===== src/rtl/rc_heap_pkg.sv =====
package rc_heap_pkg;

  typedef enum logic [1:0] {
    KIND_FREE = 2'd0,
    KIND_ATOM = 2'd1,
    KIND_BIN  = 2'd2
  } nodeKind_t;

  // strobes from control to datapath; doCount and doAlloc are never both set
  typedef struct packed {
    logic doCount;
    logic cntDec;
    logic doAlloc;
    logic allocBin;
  } ctrlStrobe_t;

endpackage


===== src/rtl/rc_heap_ctrl.sv =====
module rc_heap_ctrl
  import rc_heap_pkg::*;
#(
  parameter int ADDR_W = 4
) (
  input  logic              clk,
  input  logic              rstN,
  input  logic              txnValid,
  input  logic              txnDec,
  input  logic [ADDR_W-1:0] txnAddr,
  input  logic              regValid,
  input  logic              regWrite,
  input  logic [1:0]        regSel,
  input  logic [ADDR_W-1:0] regWdata,
  output logic              regReady,
  output ctrlStrobe_t       strobe,
  output logic [ADDR_W-1:0] opAddr
);

  logic regTake;
  logic regInject;

  // the count port wins every collision
  assign regReady  = ~txnValid;
  assign regTake   = regValid & regReady;
  assign regInject = regTake & regWrite & regSel[1];

  always_comb begin
    strobe          = '0;
    strobe.doCount  = txnValid | regInject;
    strobe.cntDec   = txnValid ? txnDec : regSel[0];
    strobe.doAlloc  = regTake & ~regWrite & ~regSel[1];
    strobe.allocBin = regSel[0];
  end

  assign opAddr = txnValid ? txnAddr : regWdata;

  a_r8_count_first: assert property (@(posedge clk) disable iff (!rstN)
    txnValid |-> (!strobe.doAlloc && !regReady && strobe.cntDec == txnDec));

  a_r10_misdirected_write: assert property (@(posedge clk) disable iff (!rstN)
    (regValid && regWrite && !regSel[1]) |-> (!strobe.doAlloc && strobe.doCount == txnValid));

  a_r10_misdirected_read: assert property (@(posedge clk) disable iff (!rstN)
    (regValid && !regWrite && regSel[1]) |-> !strobe.doAlloc);

endmodule


===== src/rtl/rc_heap_datapath.sv =====
module rc_heap_datapath
  import rc_heap_pkg::*;
#(
  parameter int NODES  = 16,
  parameter int CNT_W  = 8,
  parameter int ADDR_W = 4
) (
  input  logic              clk,
  input  logic              rstN,
  input  ctrlStrobe_t       strobe,
  input  logic [ADDR_W-1:0] opAddr,
  input  logic [ADDR_W-1:0] peekAddr,
  output logic [ADDR_W-1:0] regRdata,
  output logic              regRvalid,
  output logic              poolEmpty,
  output logic [CNT_W-1:0]  peekCount,
  output logic [1:0]        peekKind
);

  localparam int DEPTH = 1 << ADDR_W;
  localparam logic [CNT_W-1:0] STICKY = '1;
  localparam logic [CNT_W-1:0] ONE    = CNT_W'(1);

  // count field of a live node; link to next free node otherwise
  logic [CNT_W-1:0] cntMem  [DEPTH];
  nodeKind_t        kindMem [DEPTH];
  logic [ADDR_W-1:0] headQ;

  logic              opLive;
  logic [CNT_W-1:0]  opCnt;
  logic              atSticky;
  logic              listEmpty;
  logic [ADDR_W-1:0] headLink;

  always_comb begin
    opCnt     = cntMem[opAddr];
    opLive    = (opAddr != '0) && (kindMem[opAddr] != KIND_FREE);
    atSticky  = (opCnt == STICKY);
    listEmpty = (headQ == '0);
    headLink  = cntMem[headQ][ADDR_W-1:0];
  end

  always_ff @(posedge clk) begin
    if (!rstN) begin
      for (int i = 0; i < DEPTH; i++) begin
        kindMem[i] <= KIND_FREE;
        cntMem[i]  <= (i > 0 && i < NODES - 1) ? CNT_W'(i + 1) : '0;
      end
      headQ     <= ADDR_W'(NODES > 1 ? 1 : 0);
      poolEmpty <= 1'b0;
      regRvalid <= 1'b0;
      regRdata  <= '0;
    end else begin
      regRvalid <= strobe.doAlloc;
      if (strobe.doCount && opLive && !atSticky) begin
        if (!strobe.cntDec) begin
          cntMem[opAddr] <= opCnt + ONE;
        end else if (opCnt == ONE) begin
          cntMem[opAddr]  <= CNT_W'(headQ);
          kindMem[opAddr] <= KIND_FREE;
          headQ           <= opAddr;
        end else begin
          cntMem[opAddr] <= opCnt - ONE;
        end
      end
      if (strobe.doAlloc) begin
        if (!listEmpty) begin
          regRdata       <= headQ;
          headQ          <= headLink;
          cntMem[headQ]  <= ONE;
          kindMem[headQ] <= strobe.allocBin ? KIND_BIN : KIND_ATOM;
        end else begin
          regRdata  <= '0;
          poolEmpty <= 1'b1;
        end
      end
    end
  end

  always_comb begin
    peekKind  = kindMem[peekAddr];
    peekCount = (kindMem[peekAddr] == KIND_FREE) ? '0 : cntMem[peekAddr];
  end

  a_r3_r4_sticky_hold: assert property (@(posedge clk) disable iff (!rstN)
    (strobe.doCount && opLive && atSticky) |=> (cntMem[$past(opAddr)] == STICKY));

  a_r7_empty_stays: assert property (@(posedge clk) disable iff (!rstN)
    poolEmpty |=> poolEmpty);

  a_r5_head_is_free: assert property (@(posedge clk) disable iff (!rstN)
    (headQ != '0) |-> (kindMem[headQ] == KIND_FREE));

  a_r2_alloc_live: assert property (@(posedge clk) disable iff (!rstN)
    (strobe.doAlloc && !listEmpty) |=> (regRdata != '0 && kindMem[regRdata] != KIND_FREE
                                        && cntMem[regRdata] == ONE));

  a_r7_empty_nil: assert property (@(posedge clk) disable iff (!rstN)
    (strobe.doAlloc && listEmpty) |=> (regRdata == '0 && poolEmpty));

endmodule


===== src/rtl/sticky_refcount_heap.sv =====
module sticky_refcount_heap
  import rc_heap_pkg::*;
#(
  parameter int NODES  = 16,
  parameter int CNT_W  = 8,
  parameter int ADDR_W = $clog2(NODES)
) (
  input  logic              clk,
  input  logic              rstN,
  input  logic              txnValid,
  input  logic              txnDec,
  input  logic [ADDR_W-1:0] txnAddr,
  input  logic              regValid,
  input  logic              regWrite,
  input  logic [1:0]        regSel,
  input  logic [ADDR_W-1:0] regWdata,
  output logic              regReady,
  output logic [ADDR_W-1:0] regRdata,
  output logic              regRvalid,
  output logic              poolEmpty,
  input  logic [ADDR_W-1:0] peekAddr,
  output logic [CNT_W-1:0]  peekCount,
  output logic [1:0]        peekKind
);

  // CNT_W must be at least ADDR_W so a count field can hold a link
  ctrlStrobe_t       strobe;
  logic [ADDR_W-1:0] opAddr;

  rc_heap_ctrl #(.ADDR_W(ADDR_W)) ctrl_i (
    .clk(clk), .rstN(rstN),
    .txnValid(txnValid), .txnDec(txnDec), .txnAddr(txnAddr),
    .regValid(regValid), .regWrite(regWrite), .regSel(regSel), .regWdata(regWdata),
    .regReady(regReady), .strobe(strobe), .opAddr(opAddr)
  );

  rc_heap_datapath #(.NODES(NODES), .CNT_W(CNT_W), .ADDR_W(ADDR_W)) dp_i (
    .clk(clk), .rstN(rstN), .strobe(strobe), .opAddr(opAddr), .peekAddr(peekAddr),
    .regRdata(regRdata), .regRvalid(regRvalid), .poolEmpty(poolEmpty),
    .peekCount(peekCount), .peekKind(peekKind)
  );

endmodule


===== config.mk =====
export PLATFORM = sky130hd
export DESIGN_NAME = sticky_refcount_heap
export DESIGN_NICKNAME = d
export VERILOG_FILES = /design/src/rtl/rc_heap_pkg.sv /design/src/rtl/rc_heap_ctrl.sv /design/src/rtl/rc_heap_datapath.sv /design/src/rtl/sticky_refcount_heap.sv
export SDC_FILE = /design/constraint.sdc
export NUM_CORES = 1
export LEC_CHECK = 0
export BUFFER_PORTS_ARGS = -buffer_cell sky130_fd_sc_hd__buf_2
export CAP_MARGIN = 30
export CORE_AREA = 2 2 189 191
export DETAILED_ROUTE_END_ITERATION = 16
export DIE_AREA = 0 0 191 193
export HOLD_SLACK_MARGIN = 0.03
export SETUP_SLACK_MARGIN = 0.02
export SLEW_MARGIN = 20
export SYNTH_ARGS = -nofsm -noshare
export SYNTH_HDL_FRONTEND = slang
export SYNTH_HIERARCHICAL = 1
export SYNTH_SLANG_ARGS = --single-unit

===== constraint.sdc =====
create_clock -name clk -period 4.6 [get_ports clk]
set_clock_uncertainty 0.05 [all_clocks]
set_input_delay 0.23 -clock clk [delete_from_list [all_inputs] [get_ports clk]]
set_output_delay 0.23 -clock clk [all_outputs]
set_load 0.1 [all_outputs]

==> run summary, run 1 <==
## Synthesis
• Seq cells post-synth: 170
• average cell area after synthesis: 11.19 um2
• synth warn: 6
• post-synthesis async set-or-reset flop share: 0%
• list of most frequent post-synthesis cells: dfxtp_1 (138), nor2_1 (88), mux4_2 (84)
• leading cell types by total area after synthesis: dfxtp_1 (27%), mux4_2 (18%), edfxtp_1 (9.3%), mux4_1 (4.3%), nor2_1 (3.2%)
• sequential area share after synthesis: 36.12%
• Mapped Area: 0.01031 mm2
• cell accounting for the most synthesized area: dfxtp_1
• cells after synthesis: 921
• number of enable-type register cells in the synthesized netlist: 32
• most used standard cell by instance count after synthesis: dfxtp_1
• top cell type's share of synthesized area: 26.80%
• number of library cell types mapped by synthesis: 92
• Most used DFF post-synth: dfxtp_1

## STA
• setup-violating endpoint count in the final report: 0
• total negative slack: 0 ns
• fmax: 247.6 MHz
• Tightest Pin Transition: 0.9436 ns
• final critical-path required period: 4.039 ns
• number of hold-slack violations in the final timing report: 0
• setup repair after global routing missed its margin: no
• final period utilization: 87.80%
• relative slew slack: 37.01%
• final number of max-transition violations: 0

## Critical path
• kind of end point of the critical path: register
• arrival time of data at the critical path endpoint: 4.28 ns
• source of the critical timing path: txnValid
• startpoint type of the worst setup path: input pin
• critical path type: input pin to register
• CP required: 4.84 ns
• RR Startpoint: dp_i/cntMem[9][1]$_SDFFE_PP0P_
• largest driver fanout on the critical path: 12

## Route
• drc violations: 0
• final wirelength: 34830 um
• Antenna Violating Nets Remaining: 0
• vias after detailed routing: 8506
• number of DRC markers in iteration 0: 1013
• via count normalized by instance count: 5.957
• post-detailed-route wirelength per cell: 24.39 um
• total iterations of the first detailed-routing run: 6

## CTS
• CTS Root Buffer Type: clkbuf_16
• number of setup buffers added after CTS: 0
• hold bufs inserted after CTS: 0
• CTS tree: yes
• post-cts resize count: 0
• clock insertion delay at the later pin of the skew report: 0.45 ns
• post-CTS clock slew at the launch and capture registers of the worst setup and hold paths: 0.07 ns
• maximum root-to-sink buffer count: 2
• H-Tree Depth: 4
• number of sinks driven by the clock tree: 170
• TritonCTS Buffers: 17

## Power
• total design power: 0.003858 W
• sequential group share of total power: 40.6%
• reported leakage power: 4.198 nW
• power density over cell area: 329.8 mW/mm2
• Clk pwr share: 41.2%
• Peak VDD IR: 0.0002199 V
• Internal: 0.002685 W
• switching share of power: 30.42%
• combinational group share of total power: 18.2%
• P_sw: 0.001174 W

## Die
• die area: 0.03686 mm2
• die boundary width: 191 um
• die extent in y: 193 um
• initial core utilization: 29.49%
• placeable core region: 0.03496 mm2
• I/O pins: 37
• row cnt: 69

## Worst hold path
• source of the worst hold timing path: rstN
• path class of the lowest-slack min-delay path: input pin to register

## Global route
• vias in the first global route: 8220
• grt total ovfl: 0
• pin count of the biggest net entering global routing: 40
• global router's overall resource usage: 19.16%
• first-pass GRT wire length: 52360 um
• number of antenna violations at the first check in global routing: 1

## Final layout
• cell area after layout: 0.01170 mm2
• core occupancy in the finished layout: 33.46%
• net total in the final layout: 977
• number of inserted filler cells in the final layout: 3476
• total area of sequential cells: 0.003724 mm2
• layout overhead on the synthesized area: 13.47%
• diodes inserted: 0
• area used by multi-input combinational logic: 0.006065 mm2
• fraction of layout instances using a drive strength above 1: 28.23%

## Place
• cell area reported after detailed placement: 0.01104 mm2
• total of buffers placed on input and output ports: 36
• weighted congestion reported at the end of routability-driven placement: 0.9459
• HPWL after DPL: 25610 um

## Status
• status: finished, final reports clean

## Flow run
• Max-cap violations: 0

==> cell usage in the layout, fill, tap and decap left out, types with 9 or more instances in the layout <==
master	instances
dfxtp_1	138
nor2_1	88
mux4_2	84
nand2_1	61
buf_4	50
buf_2	36
a22o_1	34
nor3_1	34
edfxtp_1	32
nand3_1	31
nand4_1	31
o21ai_1	27
o21ai_0	22
a21oi_1	21
and3_1	20
a211oi_1	19
clkbuf_16	17
mux4_1	17
o211ai_1	17
inv_1	12
nor2b_1	12
and2_1	10
mux2i_1	10
a31oi_1	9
==> layer usage <==
layer  routed length, um  global-route usage, %  vias to the layer above
met5                   7                      0                        -
met4                1852                  9.928                        2
met3                3593                  4.362                      114
met2               15730                  29.97                      549
met1               13650                  24.85                     4170
li1                    -                      -                     3671
==> per-stage QoR <==
stage / hold WS (ns) / instances / worst slack, ns
6_report: 0.1145 / 1428 / 0.5612
5_1_grt: 0.1275 / 1428 / 0.4587
4_1_cts: 0.09143 / 1427 / 0.6279
3_5_place_dp: 0.4206 / 1395 / 0.1711
3_3_place_gp: 0.4046 / 1395 / 0.2754
2_1_floorplan: 0.3830 / 922 / 0.5051
==> kinds of logic (layout without fill, tap and decap cells) <==
group,after synthesis,count (layout),synth area share [%]
multiplexers,121,121,25.28
AO/OA/AOI/OAI,188,188,13.76
AND/OR/NAND/NOR,341,341,18.36
flip-flops,170,170,36.12
other,1,2,0.03637
buffers and inverters,91,136,5.097
adder cells (fa/ha/maj),3,3,0.3641
XOR/XNOR,6,6,0.9830
==> power by group through the flow <==
stage	Combinational (W)	Sequential [W]	Clock, W
floorplan	0.000519	0.00159	0
global placement	0.000684	0.00160	0
detailed placement	0.000686	0.00160	0
CTS	0.000687	0.00157	0.00161
global route	0.000731	0.00157	0.00167
finish	0.000702	0.00157	0.00159
==> path summary, 6_finish.rpt <==
check,end,slack [ns],cells past startpoint
max,dp_i/cntMem[2][6]$_SDFFE_PP0P_,0.56,13
min reg2reg,dp_i/cntMem[10][7]$_SDFFE_PP0P_,0.43,2
min,dp_i/headQ[0]$_SDFF_PN1_,0.11,2
max reg2reg,dp_i/cntMem[2][6]$_SDFFE_PP0P_,0.66,11
==> cell type report <==
type	count	area share (%)
Tap cell	461	4.930
Multi-Input combinational cell	661	51.84
Timing Repair Buffer	90	5.433
Clock buffer	18	3.754
Clock inverter	14	1.743
Inverter	14	0.4706
Sequential cell	170	31.83
==> worst max-delay path, stage by stage <==
cell and delay (ns):
buf_2 0.21, mux2_4 0.37, mux4_4 0.67, a22o_1 0.26
a221oi_4 0.31, inv_4 0.08, ha_1 0.25, nor4b_4 0.18
a211oi_2 0.46, nand3_1 0.23, o32a_4 0.29, xnor2_2 0.51
o21ai_0 0.21
==> registers in the layout (all words and copies together), names as in the netlist <==
name,count
dp_i/cntMem,128
dp_i/kindMem,32
dp_i/headQ,4
dp_i/regRdata,4
dp_i/poolEmpty,1
dp_i/regRvalid,1
(Power assumes the default switching activity.)
==> inputs of run 2 (changes only) <==
- CORE_AREA: 2 2 189 191 -> 2 2 191 193
- DIE_AREA: 0 0 191 193 -> 0 0 193 195
- SYNTH_HIERARCHICAL: 1 -> unset
==> run 2 against run 1 <==
Effect of this change: sequential power up 14%; final area up 3.5%; non-clock buffer count up 6; fmax down 2.9%; sequential cell count unchanged; utilization up 0.74 points; combinational power up 37%; critical path depth unchanged; global-route usage down 0.63 points; first-iteration DRC count down 16%; synthesized cell count down 1.5%.
==> run summary, run 2 <==
## Status
• status: finished, final reports clean

## CTS
• CTS Root Buffer Type: clkbuf_16
• post-cts resize count: 0, unchanged
• CTS tree: yes
• number of sinks driven by the clock tree: 170, unchanged
• post-CTS clock slew at the launch and capture registers of the worst setup and hold paths: 0.07 ns, about the same
• TritonCTS Buffers: 17, unchanged
• clock insertion delay at the later pin of the skew report: 0.45 ns, about the same
• maximum root-to-sink buffer count: 2, unchanged
• hold bufs inserted after CTS: 0, unchanged
• number of setup buffers added after CTS: 0, unchanged
• H-Tree Depth: 4, unchanged

## STA
• number of hold-slack violations in the final timing report: 0, unchanged
• setup-violating endpoint count in the final report: 0, unchanged
• Tightest Pin Transition: 1.007 ns, +0.06332 ns
• fmax: 240.3 MHz, -2.9%
• total negative slack: 0 ns, unchanged
• final critical-path required period: 4.161 ns, +0.1226 ns
• setup repair after global routing missed its margin: no
• final period utilization: 90.47%, +2.7 points
• relative slew slack: 32.87%, -4.1 points
• final number of max-transition violations: 0, unchanged

## Place
• total of buffers placed on input and output ports: 36, unchanged
• HPWL after DPL: 25540 um, -0.30%
• cell area reported after detailed placement: 0.01151 mm2, +4.3%
• weighted congestion reported at the end of routability-driven placement: 0.9620, +1.7%

## Global route
• number of antenna violations at the first check in global routing: 1, unchanged
• first-pass GRT wire length: 50860 um, -2.9%
• grt total ovfl: 0, unchanged
• global router's overall resource usage: 18.53%, -0.63 points
• pin count of the biggest net entering global routing: 37, -7.5%
• vias in the first global route: 7859, -4.4%

## Die
• die boundary width: 193 um, +1.0%
• I/O pins: 37, unchanged
• placeable core region: 0.03540 mm2, +1.2%
• row cnt: 69, unchanged
• die extent in y: 195 um, +1.0%
• initial core utilization: 29.93%, +0.45 points
• die area: 0.03764 mm2, +2.1%

## Final layout
• total area of sequential cells: 0.005005 mm2, +34%
• flip-flop count of the largest register, all copies and words added: 128, unchanged
• diodes inserted: 0, unchanged
• fraction of layout instances using a drive strength above 1: 25.26%, -3.0 points
• leading cell types in the layout, fill and taps excluded: edfxtp_1 (160), nand2_1 (125), nor2_1 (123)
• layout overhead on the synthesized area: 14.25%
• Most flops, register: dp_i.cntMem
• largest registers: dp_i.cntMem (128), dp_i.kindMem (32)
• net total in the final layout: 988, +1.1%
• cell area after layout: 0.01211 mm2, +3.5%
• most frequent standard cell in the layout excluding fill and tap cells: edfxtp_1
• number of inserted filler cells in the final layout: 3496, +0.58%
• area used by multi-input combinational logic: 0.005241 mm2, -14%

## Synthesis
• Most used DFF post-synth: edfxtp_1
• sequential area share after synthesis: 47.24%, +11 points
• most used standard cell by instance count after synthesis: edfxtp_1
• list of most frequent post-synthesis cells: edfxtp_1 (160), nand2_1 (125), nor2_1 (123)
• number of enable-type register cells in the synthesized netlist: 160, +400%
• post-synthesis async set-or-reset flop share: 0%, unchanged
• Seq cells post-synth: 170, unchanged
• cell accounting for the most synthesized area: edfxtp_1
• Mapped Area: 0.01060 mm2, +2.8%
• leading cell types by total area after synthesis: edfxtp_1 (45%), mux4_2 (16%), mux2i_1 (4.5%), nand2_1 (4.4%), nor2_1 (4.4%)
• average cell area after synthesis: 11.68 um2, +4.4%
• synth warn: 0, -6
• top cell type's share of synthesized area: 45.35%, +19 points
• number of library cell types mapped by synthesis: 84, -8.7%
• cells after synthesis: 907, -1.5%

## Critical path
• Worst path max stage delay: 0.76 ns, +0.09 ns
• cell family with most CP delay: compound AO/OA/AOI/OAI gates
• number of cells traversed by the worst register-to-register path: 10, -1
• arrival time of data at the critical path endpoint: 4.29 ns, about the same
• critical path depth in cells: 13, unchanged
• kind of end point of the critical path: register
• CP required: 4.73 ns, -0.11 ns
• ordered list of cells on the worst path: buf_2, buf_4, mux2i_2, buf_4, nand2_1, a32oi_1, a21o_1, nand4_1, o41ai_1, o221ai_1, o311ai_4, buf_6, nand2_1
• buffering stage count on the worst path with inverters included: 4, +2
• critical path type: input pin to register
• largest driver fanout on the critical path: 14, +2
• startpoint type of the worst setup path: input pin
• library cell contributing the largest single delay on the critical path: o41ai_1

## Route
• Antenna Violating Nets Remaining: 0, unchanged
• via count normalized by instance count: 5.678, -4.7%
• post-detailed-route wirelength per cell: 23.68 um, -2.9%
• final wirelength: 34080 um, -2.2%
• met3 WL: 3276 um, -8.8%
• number of DRC markers in iteration 0: 847, -16%
• vias after detailed routing: 8171, -3.9%
• max layer used: met4
• drc violations: 0, unchanged
• met2 wire len: 16060 um, +2.1%
• met1 layer wirelength in the final routing: 13390 um, -1.9%
• total iterations of the first detailed-routing run: 8, +2

## Power
• power density over cell area: 346.9 mW/mm2, +5.2%
• Peak VDD IR: 0.0001998 V, -9.1%
• reported leakage power: 4.125 nW, -1.7%

## Worst hold path
• path class of the lowest-slack min-delay path: input pin to register
• Hold Crit Depth: 2, unchanged

## Flow run
• Max-cap violations: 0, unchanged

## run 2: metal layers
| metal | track usage, % | up-vias |
|---|---|---|
| met5 | 0 | - |
| met2 | 29.11 | 428 |
| li1 | - | 3595 |
| met3 | 4.475 | 67 |
| met4 | 7.856 | 0 |
| met1 | 24.38 | 4081 |
## run 2: final timing paths
| path | start | endpoint | slack [ns] |
|---|---|---|---|
| worst min-delay path | rstN | dp_i.regRvalid$_SDFF_PN0_ | 0.05 |
| worst max-delay path | txnValid | dp_i.cntMem[14][3]$_SDFFCE_PN1P_ | 0.44 |
| worst max register to register | dp_i.cntMem[11][7]$_SDFFCE_PN0P_ | dp_i.cntMem[14][3]$_SDFFCE_PN1P_ | 0.67 |
| worst min register to register | dp_i.poolEmpty$_SDFFE_PN0P_ | dp_i.poolEmpty$_SDFFE_PN0P_ | 0.41 |
## run 2: metrics by stage
step,setup WS (ns),util [%],cells,hold WS [ns],power (W)
after floorplan,0.4509,-,916,0.4047,0.002445
after global placement,0.05060,32.39,1403,0.4026,0.002745
after detailed placement,0.1000,32.51,1406,0.3993,0.002761
after CTS,0.5417,34.18,1438,0.05611,0.004207
after global routing,0.3456,34.20,1439,0.05770,0.004319
final,0.4386,34.20,1439,0.05241,0.004199
## run 2: logic make-up (layout without fill, tap and decap cells)
logic type	Yosys count	after routing	share of synthesized area [%]
and+or+nand+nor	367	367	15.93
DFF	170	170	47.24
AOI/OAI and AO/OA	152	152	10.95
muxes	130	130	21.21
buffers and inverters	80	142	3.885
xor gates and xnor gates	4	4	0.4016
adders and majority gates	3	3	0.3543
other	1	10	0.03539
## run 2: power breakdown
| part | switching [W] | internal (W) | leakage, nW | total, W |
|---|---|---|---|---|
| clock | 0.000720 | 0.000733 | 0.290 | 0.00145 |
| combinational | 0.000656 | 0.000304 | 2.21 | 0.000960 |
| sequential | 0.0000414 | 0.00174 | 1.62 | 0.00179 |
| total | 0.00142 | 0.00278 | 4.12 | 0.00420 |
## run 2: layout make-up
class,count,area share (%)
Multi-Input combinational cell,666,43.30
Tap cell,461,4.765
Clock inverter,15,1.375
Clock buffer,17,3.514
Sequential cell,170,41.34
Inverter,14,0.4341
Timing Repair Buffer,96,5.271
==> inputs of run 3 (changes only) <==
- REMOVE_ABC_BUFFERS: unset -> 1
==> run 3 against run 2 <==
Effect of this change: sequential cell count is the same; via count grew 1.0%; combinational power shrank 2%; non-clock buffer count shrank 9; worst hold slack gained 0.068 ns; clock-buffer cell count grew 1; sequential power is essentially flat; global-route usage grew 0.42 points.
==> run summary, run 3 (synthesis gave the netlist of run 2 again) <==
## Global route
• grt total ovfl: 0, unchanged
• pin count of the biggest net entering global routing: 33, -11%
• vias in the first global route: 7954, +1.2%
• global router's overall resource usage: 18.95%, +0.42 points
• first-pass GRT wire length: 52260 um, +2.8%
• number of antenna violations at the first check in global routing: 0, -1

## Die
• die boundary width: 193 um, unchanged
• row cnt: 69, unchanged
• I/O pins: 37, unchanged
• die extent in y: 195 um, unchanged
• initial core utilization: 29.93%, unchanged
• placeable core region: 0.03540 mm2, unchanged
• die area: 0.03764 mm2, unchanged

## Route
• Antenna Violating Nets Remaining: 0, unchanged
• post-detailed-route wirelength per cell: 24.31 um, +2.7%
• vias after detailed routing: 8256, +1.0%
• via count normalized by instance count: 5.773, +1.7%
• number of DRC markers in iteration 0: 1299, +53%
• final wirelength: 34760 um, +2.0%
• drc violations: 0, unchanged
• total iterations of the first detailed-routing run: 5, -3

## Critical path
• most used cell, CP: nand2_1
• cell family with most CP delay: simple AND/OR/NAND/NOR gates
• largest driver fanout on the critical path: 15, +1
• buffering stage count on the worst path with inverters included: 1, -3
• kind of end point of the critical path: register
• startpoint type of the worst setup path: register
• Worst path max stage delay: 0.51 ns, -0.25 ns
• critical path type: register to register
• ordered list of cells on the worst path: mux4_2, or2_2, o221ai_2, inv_1, ha_1, o221a_2, and4_1, a41o_1, nand2_1, nand3_1, nand2_1
• library cell contributing the largest single delay on the critical path: edfxtp_1
• CP required: 4.66 ns, -0.07 ns
• arrival time of data at the critical path endpoint: 4.05 ns, -0.24 ns

## Power
• power density over cell area: 350.8 mW/mm2, +1.1%
• reported leakage power: 4.083 nW, -1.0%
• total design power: 0.004226 W, +0.65%
• Peak VDD IR: 0.0002468 V, +24%

## Final layout
• most frequent standard cell in the layout excluding fill and tap cells: edfxtp_1
• largest registers: dp_i.cntMem (128), dp_i.kindMem (32)
• number of inserted filler cells in the final layout: 3492, -0.11%
• leading cell types in the layout, fill and taps excluded: edfxtp_1 (160), nand2_1 (125), nor2_1 (123)
• fraction of layout instances using a drive strength above 1: 24.46%, -0.80 points
• net total in the final layout: 979, -0.91%
• number of non-filler instances in the completed layout: 1430, -0.63%
• layout overhead on the synthesized area: 13.72%
• Most flops, register: dp_i.cntMem
• diodes inserted: 0, unchanged
• flip-flop count of the largest register, all copies and words added: 128, unchanged

## CTS
• number of sinks driven by the clock tree: 170, unchanged
• H-Tree Depth: 4, unchanged
• clock insertion delay at the later pin of the skew report: 0.45 ns, about the same
• post-cts resize count: 0, unchanged
• maximum root-to-sink buffer count: 2, unchanged
• CTS Root Buffer Type: clkbuf_16
• CTS tree: yes
• hold bufs inserted after CTS: 0, unchanged
• post-CTS clock slew at the launch and capture registers of the worst setup and hold paths: 0.07 ns, about the same
• number of setup buffers added after CTS: 0, unchanged
• TritonCTS Buffers: 17, unchanged

## STA
• worst path setup slack after routing: 0.6182 ns, +0.1797 ns
• final period utilization: 86.56%, -3.9 points
• relative slew slack: 43.70%, +11 points
• final number of max-transition violations: 0, unchanged
• total negative slack: 0 ns, unchanged
• setup-violating endpoint count in the final report: 0, unchanged
• fmax: 251.1 MHz, +4.5%
• number of hold-slack violations in the final timing report: 0, unchanged
• Tightest Pin Transition: 0.8445 ns, -0.1624 ns
• final critical-path required period: 3.982 ns, -0.1797 ns
• setup repair after global routing missed its margin: no

## Flow run
• Max-cap violations: 0, unchanged

## Worst hold path
• path class of the lowest-slack min-delay path: input pin to register

## Place
• total of buffers placed on input and output ports: 36, unchanged
• HPWL after DPL: 25890 um, +1.4%
• worst slack at placement: 0.3147 ns, +0.2146 ns
• Placed Instances: 1398, -0.57%
• weighted congestion reported at the end of routability-driven placement: 0.9466, -1.6%

## Status
• status: finished, final reports clean

==> run 3: final cells by class <==
cell class	count	area, um2	share of cell area [%]
inverters	14	52.55	0.4361
multi-input cells	666	5240	43.49
clock buffers	18	429.2	3.562
repair buffers	87	575.6	4.777
well taps	461	576.8	4.787
flip-flops and latches	170	5005	41.54
clock inverters	14	170.2	1.412
==> run 3: metal layers <==
metal | wire (um) | GRT usage (%) | vias up | part of all wire, %
met5 | 0 | 0 | - | 0
met4 | 1241 | 7.155 | 0 | 3.6
met3 | 3210 | 3.415 | 73 | 9.2
met2 | 16130 | 29.44 | 490 | 46
met1 | 14180 | 26.33 | 4119 | 41
li1 | - | - | 3574 | -
==> run 3: worst register-to-register path: cells and delay by family, from the launching register on <==
kind            cells  cell delay [ns]
compound gates      3             0.50
mux                 1             0.49
simple gates        5             1.81
fa+ha+maj           1             0.23
buf+inv             1             0.06
flops               1             0.51
==> run 3: path summary, 6_finish.rpt <==
path	from	endpoint	slack (ns)	depth (start not counted)
max	dp_i.cntMem[10][1]$_SDFFCE_PN1P_	dp_i.cntMem[4][3]$_SDFFCE_PN0P_	0.62	11
max reg2reg	dp_i.cntMem[10][1]$_SDFFCE_PN1P_	dp_i.cntMem[4][3]$_SDFFCE_PN0P_	0.62	11
min	rstN	dp_i.headQ[0]$_SDFF_PN1_	0.12	2
min reg2reg	dp_i.poolEmpty$_SDFFE_PN0P_	dp_i.poolEmpty$_SDFFE_PN0P_	0.43	2
==> run 3: report_power, final <==
group          switching (W)  total (W)  internal (W)
Sequential         0.0000438    0.00179       0.00174
Combinational       0.000649   0.000943      0.000294
Clock               0.000714    0.00150      0.000781
Total                0.00141    0.00423       0.00282
==> run 3: through the flow <==
step / area [um2] / utilization [%] / hold slack, ns
2_1_floorplan: 10270 / - / 0.2689
3_3_place_gp: 11430 / 32.30 / 0.4062
3_5_place_dp: 11450 / 32.35 / 0.4169
4_1_cts: 12050 / 34.04 / 0.1087
5_1_grt: 12050 / 34.04 / 0.1338
6_report: 12050 / 34.04 / 0.1203
